===== config.mk =====
export PLATFORM = sky130hd
export DESIGN_NAME = gevt_block_tracker
export DESIGN_NICKNAME = d
export VERILOG_FILES = /design/src/rtl/gevt_pkg.sv /design/src/rtl/gevt_entry_decode.sv /design/src/rtl/gevt_shadow_flag.sv /design/src/rtl/gevt_nmi_track.sv /design/src/rtl/gevt_block_tracker.sv
export SDC_FILE = /design/constraint.sdc
export NUM_CORES = 1
export LEC_CHECK = 0
export BUFFER_PORTS_ARGS = -buffer_cell sky130_fd_sc_hd__buf_2
export CORE_AREA = 2 2 39 41
export CTS_BUF_LIST = sky130_fd_sc_hd__clkbuf_4 sky130_fd_sc_hd__clkbuf_8
export CTS_CLUSTER_SIZE = 14
export DETAILED_ROUTE_END_ITERATION = 8
export DIE_AREA = 0 0 41 43
export SYNTH_ARGS = -nofsm -noshare
export SYNTH_HDL_FRONTEND = slang
export SYNTH_SLANG_ARGS = --single-unit

===== constraint.sdc =====
create_clock -name clk -period 1.3 [get_ports clk]
set_input_delay 0.065 -clock clk [delete_from_list [all_inputs] [get_ports clk]]
set_output_delay 0.065 -clock clk [all_outputs]
set_load 0.02 [all_outputs]

===== src/rtl/gevt_pkg.sv =====
// Package: shared encodings for the guest event blocking tracker.
// Assumes the interruptibility word carries its flags at fixed low bit positions.
package gevt_pkg;
    localparam int BIT_STI   = 0;
    localparam int BIT_MOVSS = 1;
    localparam int BIT_SMI   = 2;
    localparam int BIT_NMI   = 3;
    localparam int MIN_INTR_W = 4;
    localparam int NUM_SHADOW = 2;

    typedef enum logic [1:0] {
        ACT_RUN       = 2'd0,
        ACT_HALT      = 2'd1,
        ACT_SHUTDOWN  = 2'd2,
        ACT_SIPI_WAIT = 2'd3
    } act_e;

    typedef enum logic [1:0] {
        NMI_UNTIL_IRET = 2'd0,
        NMI_RESIDENT   = 2'd1,
        NMI_VIRTUAL    = 2'd2
    } nmi_mode_e;

    typedef struct packed {
        nmi_mode_e mode;
        logic      hard;
        logic      virt;
        logic      smi_load;
        logic      smi_val;
        act_e      act;
    } entry_load_t;
endpackage


===== src/rtl/gevt_entry_decode.sv =====
// Module: gevt_entry_decode
// Turns the entry-time inputs into the values loaded into the tracker registers.
// Purely combinational. Assumes the inputs are valid in the cycle the entry pulse is high.
module gevt_entry_decode
    import gevt_pkg::*;
#(
    parameter int INTR_W = 4
) (
    input  logic [INTR_W-1:0] intr_state,
    input  logic              ctl_vnmi,
    input  logic              ctl_nmi_exit,
    input  logic              in_smm,
    input  logic              vectoring,
    input  logic              inject_nmi,
    input  logic [1:0]        act_req,
    output entry_load_t       load
);
    localparam int USED_W = MIN_INTR_W;

    logic [USED_W-1:0] low_bits;
    assign low_bits = intr_state[USED_W-1:0];

    // Select the NMI lifetime and the initial blocking values from the controls.
    always_comb begin
        if (ctl_vnmi) begin
            load.mode = NMI_VIRTUAL;
        end else if (ctl_nmi_exit) begin
            load.mode = NMI_RESIDENT;
        end else begin
            load.mode = NMI_UNTIL_IRET;
        end
        load.hard     = !ctl_vnmi && low_bits[BIT_NMI];
        load.virt     = ctl_vnmi && (low_bits[BIT_NMI] || inject_nmi);
        load.smi_load = in_smm;
        load.smi_val  = low_bits[BIT_SMI];
        load.act      = vectoring ? ACT_RUN : act_e'(act_req);
    end

    if (INTR_W > USED_W) begin : g_upper
        logic upper_unused;
        assign upper_unused = ^intr_state[INTR_W-1:USED_W];
    end
endmodule


===== src/rtl/gevt_shadow_flag.sv =====
// Module: gevt_shadow_flag
// A one-instruction shadow flag. It is loaded on entry and cleared by the first
// retirement, exception or exit. Assumes the load has priority over the clear.
module gevt_shadow_flag (
    input  logic clk,
    input  logic rst_n,
    input  logic load_en,
    input  logic load_val,
    input  logic clr,
    output logic q
);
    // Hold the shadow until something ends it.
    always_ff @(posedge clk) begin
        if (!rst_n) begin
            q <= 1'b0;
        end else if (load_en) begin
            q <= load_val;
        end else if (clr) begin
            q <= 1'b0;
        end
    end
endmodule


===== src/rtl/gevt_nmi_track.sv =====
// Module: gevt_nmi_track
// Holds real and virtual NMI blocking together with the lifetime chosen at entry.
// Assumes load_en dominates; exit clears both flags; IRET acts per the lifetime.
module gevt_nmi_track
    import gevt_pkg::*;
(
    input  logic      clk,
    input  logic      rst_n,
    input  logic      load_en,
    input  nmi_mode_e load_mode,
    input  logic      load_hard,
    input  logic      load_virt,
    input  logic      iret,
    input  logic      exit_clr,
    output logic      hard_blk,
    output logic      virt_blk
);
    nmi_mode_e mode_q;

    // Remember which lifetime governs the current residency.
    always_ff @(posedge clk) begin
        if (!rst_n) begin
            mode_q <= NMI_UNTIL_IRET;
        end else if (load_en) begin
            mode_q <= load_mode;
        end
    end

    // Real NMI blocking: cleared by IRET only in the until-IRET lifetime.
    always_ff @(posedge clk) begin
        if (!rst_n) begin
            hard_blk <= 1'b0;
        end else if (load_en) begin
            hard_blk <= load_hard;
        end else if (exit_clr) begin
            hard_blk <= 1'b0;
        end else if (iret && mode_q == NMI_UNTIL_IRET) begin
            hard_blk <= 1'b0;
        end
    end

    // Virtual NMI blocking: cleared by IRET in the virtual lifetime.
    always_ff @(posedge clk) begin
        if (!rst_n) begin
            virt_blk <= 1'b0;
        end else if (load_en) begin
            virt_blk <= load_virt;
        end else if (exit_clr) begin
            virt_blk <= 1'b0;
        end else if (iret && mode_q == NMI_VIRTUAL) begin
            virt_blk <= 1'b0;
        end
    end
endmodule


===== src/rtl/gevt_block_tracker.sv =====
// Module: gevt_block_tracker (top)
// Tracks the event blocking state of a guest context between entry and exit.
// Assumes single-cycle pulses and an entry that dominates every other event in its cycle.
module gevt_block_tracker
    import gevt_pkg::*;
#(
    parameter int INTR_W = 4
) (
    input  logic              clk,
    input  logic              rst_n,
    input  logic              entry_pulse,
    input  logic [INTR_W-1:0] intr_state,
    input  logic              ctl_vnmi,
    input  logic              ctl_nmi_exit,
    input  logic              in_smm,
    input  logic              vectoring,
    input  logic              inject_nmi,
    input  logic [1:0]        act_req,
    input  logic              retire,
    input  logic              exc,
    input  logic              iret,
    input  logic              exit_pulse,
    output logic              sti_blk,
    output logic              movss_blk,
    output logic              nmi_blk,
    output logic              vnmi_blk,
    output logic              smi_blk,
    output logic [1:0]        act_state,
    output logic              in_guest
);
    entry_load_t         load;
    logic [NUM_SHADOW-1:0] shadow_q;
    logic                hard_blk;
    logic                shadow_clr;
    act_e                act_q;
    logic                smi_q;
    logic                guest_q;

    gevt_entry_decode #(.INTR_W(INTR_W)) u_dec (
        .intr_state   (intr_state),
        .ctl_vnmi     (ctl_vnmi),
        .ctl_nmi_exit (ctl_nmi_exit),
        .in_smm       (in_smm),
        .vectoring    (vectoring),
        .inject_nmi   (inject_nmi),
        .act_req      (act_req),
        .load         (load)
    );

    assign shadow_clr = retire || exc || exit_pulse;

    for (genvar i = 0; i < NUM_SHADOW; i++) begin : g_shadow
        localparam int BITPOS = (i == 0) ? BIT_STI : BIT_MOVSS;
        gevt_shadow_flag u_flag (
            .clk      (clk),
            .rst_n    (rst_n),
            .load_en  (entry_pulse),
            .load_val (intr_state[BITPOS]),
            .clr      (shadow_clr),
            .q        (shadow_q[i])
        );
    end

    gevt_nmi_track u_nmi (
        .clk       (clk),
        .rst_n     (rst_n),
        .load_en   (entry_pulse),
        .load_mode (load.mode),
        .load_hard (load.hard),
        .load_virt (load.virt),
        .iret      (iret),
        .exit_clr  (exit_pulse),
        .hard_blk  (hard_blk),
        .virt_blk  (vnmi_blk)
    );

    // Activity state: loaded on entry, back to active on exit.
    always_ff @(posedge clk) begin
        if (!rst_n) begin
            act_q <= ACT_RUN;
        end else if (entry_pulse) begin
            act_q <= load.act;
        end else if (exit_pulse) begin
            act_q <= ACT_RUN;
        end
    end

    // SMI blocking: only an entry from SMM replaces it; it outlives the guest.
    always_ff @(posedge clk) begin
        if (!rst_n) begin
            smi_q <= 1'b0;
        end else if (entry_pulse && load.smi_load) begin
            smi_q <= load.smi_val;
        end
    end

    // Residency flag: set by entry, cleared by exit.
    always_ff @(posedge clk) begin
        if (!rst_n) begin
            guest_q <= 1'b0;
        end else if (entry_pulse) begin
            guest_q <= 1'b1;
        end else if (exit_pulse) begin
            guest_q <= 1'b0;
        end
    end

    assign sti_blk   = shadow_q[0];
    assign movss_blk = shadow_q[1];
    assign nmi_blk   = hard_blk || (act_q == ACT_SIPI_WAIT);
    assign smi_blk   = smi_q;
    assign act_state = act_q;
    assign in_guest  = guest_q;
endmodule


==> qor.yml <==
outcome: "finished clean"
netlist_area_before_placement_um2: 437
cts_hold_buffers: 0
post_route_cells_drive_above_1_share_pct: 45.5
avgViaCountPerCell: 4.94
yosysSeqAreaShare_pct: 45.8
num-nets-final: 86
htree_num_levels: 1
final_antenna_net_count: 0
setup-tns-final_ns: 0
total_die_area_mm2: 0.00176
clock-sinks: 10
dr.pass1.iters: 3
drt_iter0_markers: 5
max_clock_freq_mhz: 975
internal_power_uw: 474
yosys_warnings: 0
post-route-min-period_ns: 1.03
insertedDiodeCount: 0
crit_path_max_fanout: 3
power_per_cell_area_mw_per_mm2: 1040
max_cap_viol_count: 0
grt_first_pass_wirelength_mm: 1.40
max_slew_headroom_at_the_worst_pin_pct: 83.2
route.vias.total: 405
port-buffer-count: 25
dieHeight_um: 43
clk_pin_slew_ns: 0.06
synth_seq_cells: 10
final-setup-viol-count: 0
top_level_ports: 26
postSynthAreaPerCell_um2: 11.2
cp-start-kind: "register"
timing.critical_path.to_type: "register"
detailedPlacementHpwl_um: 701
hold_path_class: "input port to register"
vias_in_the_first_global_route: 367
wl_per_cell_um: 10.8
arrival_ns: 1.17
netSwitchingFraction_pct: 23.3
power_switching_uw: 145
mostFrequentLayoutCell: "sky130_fd_sc_hd__buf_2"
start_util_pct: 31.6
synth_top_cell_by_area: "sky130_fd_sc_hd__dfxtp_1"
synthDistinctLibCells: 18
wl_um: 884
ctsLongestPathBuffers: 2
aggregate_global_routing_overflow: 0
finish.cell_count_without_fillers: 82
number_of_buffers_added_by_the_clock_tree_synthesis_step: 3
gp_congestion: 0.684
synth.area.top_cells: "sky130_fd_sc_hd__dfxtp_1 (46%), sky130_fd_sc_hd__a32o_1 (6.9%), sky130_fd_sc_hd__nand3b_1 (6.9%), sky130_fd_sc_hd__or3b_1 (6.0%), sky130_fd_sc_hd__nor2b_1 (4.3%)"
pre_cts_slack_ns: 0.273
clock-skew-final_ns: 0.00384
horizontal_die_dimension_um: 41
antenna_found_initial: 0
placed_cells_incl_taps: 79
clock_tree.root_cell: "sky130_fd_sc_hd__clkbuf_4"
ir_drop_v: 0.000408
pwr-share-comb_pct: 15.3
worst_ep_required_time_ns: 1.45
gate_count_post_synth: 39
worst_slew_pin_slew_ns: 0.252
timing_worst_setup_path_type: "register to register"
synth.net_count: 57
syn2layout_area_growth_pct: 36.7
timing_max_transition_violations_final: 0
grtUsageTotal_pct: 12.0
yosys.area.top_type_share_pct: 45.8
cts_tree: "done"
grt_start_max_net_pins: 14
layout_common_cells: "sky130_fd_sc_hd__buf_2 (25), sky130_fd_sc_hd__dfxtp_1 (10), sky130_fd_sc_hd__nand3b_1 (4)"
grt_setup_unrepaired: "false"
drcViolationCount: 0
timing.final.hold_violations: 0
cts_setup_buffers: 0
worst_skew_pair.late_latency_ns: 0.25
p_seq_share_pct: 52.8
fp.coreArea_mm2: 0.00138
placementRows: 14
final.setup.worst_slack_ns: 0.274
post_cts.resized_instances: 0
sum_of_internal_switching_and_leakage_power_uw: 619
final.period_utilization_pct: 78.9
leak_uw: 0.000284
power.clock.fraction_pct: 31.9
Yosys cell counts:
master	instances
sky130_fd_sc_hd__dfxtp_1	10
sky130_fd_sc_hd__nor2b_1	3
sky130_fd_sc_hd__buf_4	1
sky130_fd_sc_hd__nor3b_4	1
sky130_fd_sc_hd__and3_1	1
sky130_fd_sc_hd__mux2i_1	1
sky130_fd_sc_hd__nor2_1	1
sky130_fd_sc_hd__nand2b_1	1
sky130_fd_sc_hd__and2_1	1
sky130_fd_sc_hd__a21o_1	1
sky130_fd_sc_hd__a21boi_1	2
sky130_fd_sc_hd__o21a_1	2
sky130_fd_sc_hd__nand3b_1	4
sky130_fd_sc_hd__o2111a_1	1
sky130_fd_sc_hd__a32o_1	3
sky130_fd_sc_hd__or3b_1	3
sky130_fd_sc_hd__a31o_2	1
sky130_fd_sc_hd__a21boi_0	2
worst paths after layout:
path | start | end | slack (ns) | cells past startpoint
worst max-delay path | u_nmi.mode_q[0] | u_nmi.hard_blk | 0.27 | 2
worst min-delay path | intr_state[1] | g_shadow[1].u_flag.q | 0.02 | 2
worst max register to register | u_nmi.mode_q[0] | u_nmi.hard_blk | 0.27 | 2
worst min register to register | u_nmi.mode_q[0] | u_nmi.mode_q[0] | 0.49 | 2
power by group through the flow:
| stage | Combinational, uW | Clock, uW | Sequential (uW) |
|---|---|---|---|
| 2_1_floorplan | 38.1 | 0 | 345 |
| 3_3_place_gp | 96.0 | 0 | 333 |
| 3_5_place_dp | 96.5 | 0 | 334 |
| 4_1_cts | 96.4 | 209 | 327 |
| 5_1_grt | 105 | 229 | 328 |
| 6_report | 94.8 | 197 | 327 |
through the flow:
| stage | hold slack [ns] | utilization [%] | area, um2 |
|---|---|---|---|
| 2_1_floorplan | 0.183 | - | 437 |
| 3_3_place_gp | 0.279 | 41.5 | 574 |
| 3_5_place_dp | 0.284 | 41.5 | 574 |
| 4_1_cts | 0.0143 | 43.1 | 597 |
| 5_1_grt | 0.0264 | 43.1 | 597 |
| 6_report | 0.0224 | 43.1 | 597 |
per-layer routing:
layer / global-route usage, % / vias to the layer above / wire (um)
met1: 14.3 / 189 / 403
met4: 6.00 / 0 / 0
met3: 6.28 / 0 / 60
li1: - / 203 / -
met5: 0 / - / 0
met2: 16.9 / 13 / 420
kinds of logic after synthesis:
kind of cell,synth area share [%]
AOI/OAI and AO/OA,23.5
buffers and inverters,1.72
DFF,45.8
muxes,2.29
and+or+nand+nor,26.7
critical path: stages (launching register included):
cell and delay (ns):
sky130_fd_sc_hd__dfxtp_1 0.31, sky130_fd_sc_hd__or3b_1 0.36, sky130_fd_sc_hd__a32o_1 0.25
cell type report:
type,instances,area (um2)
clock buffer,3,22.5
fill,148,787
multi-input combinational,28,229
sequential,10,200
tap,16,20.0
timing repair buffer,25,125
sequential cells by signal (all words and copies together), names as in the netlist:
name	count
act_state	2
g_shadow.u_flag.q	2
in_guest	1
smi_blk	1
u_nmi.hard_blk	1
u_nmi.mode_q	2
u_nmi.virt_blk	1
No activity file was read; power rests on OpenSTA's default activity.
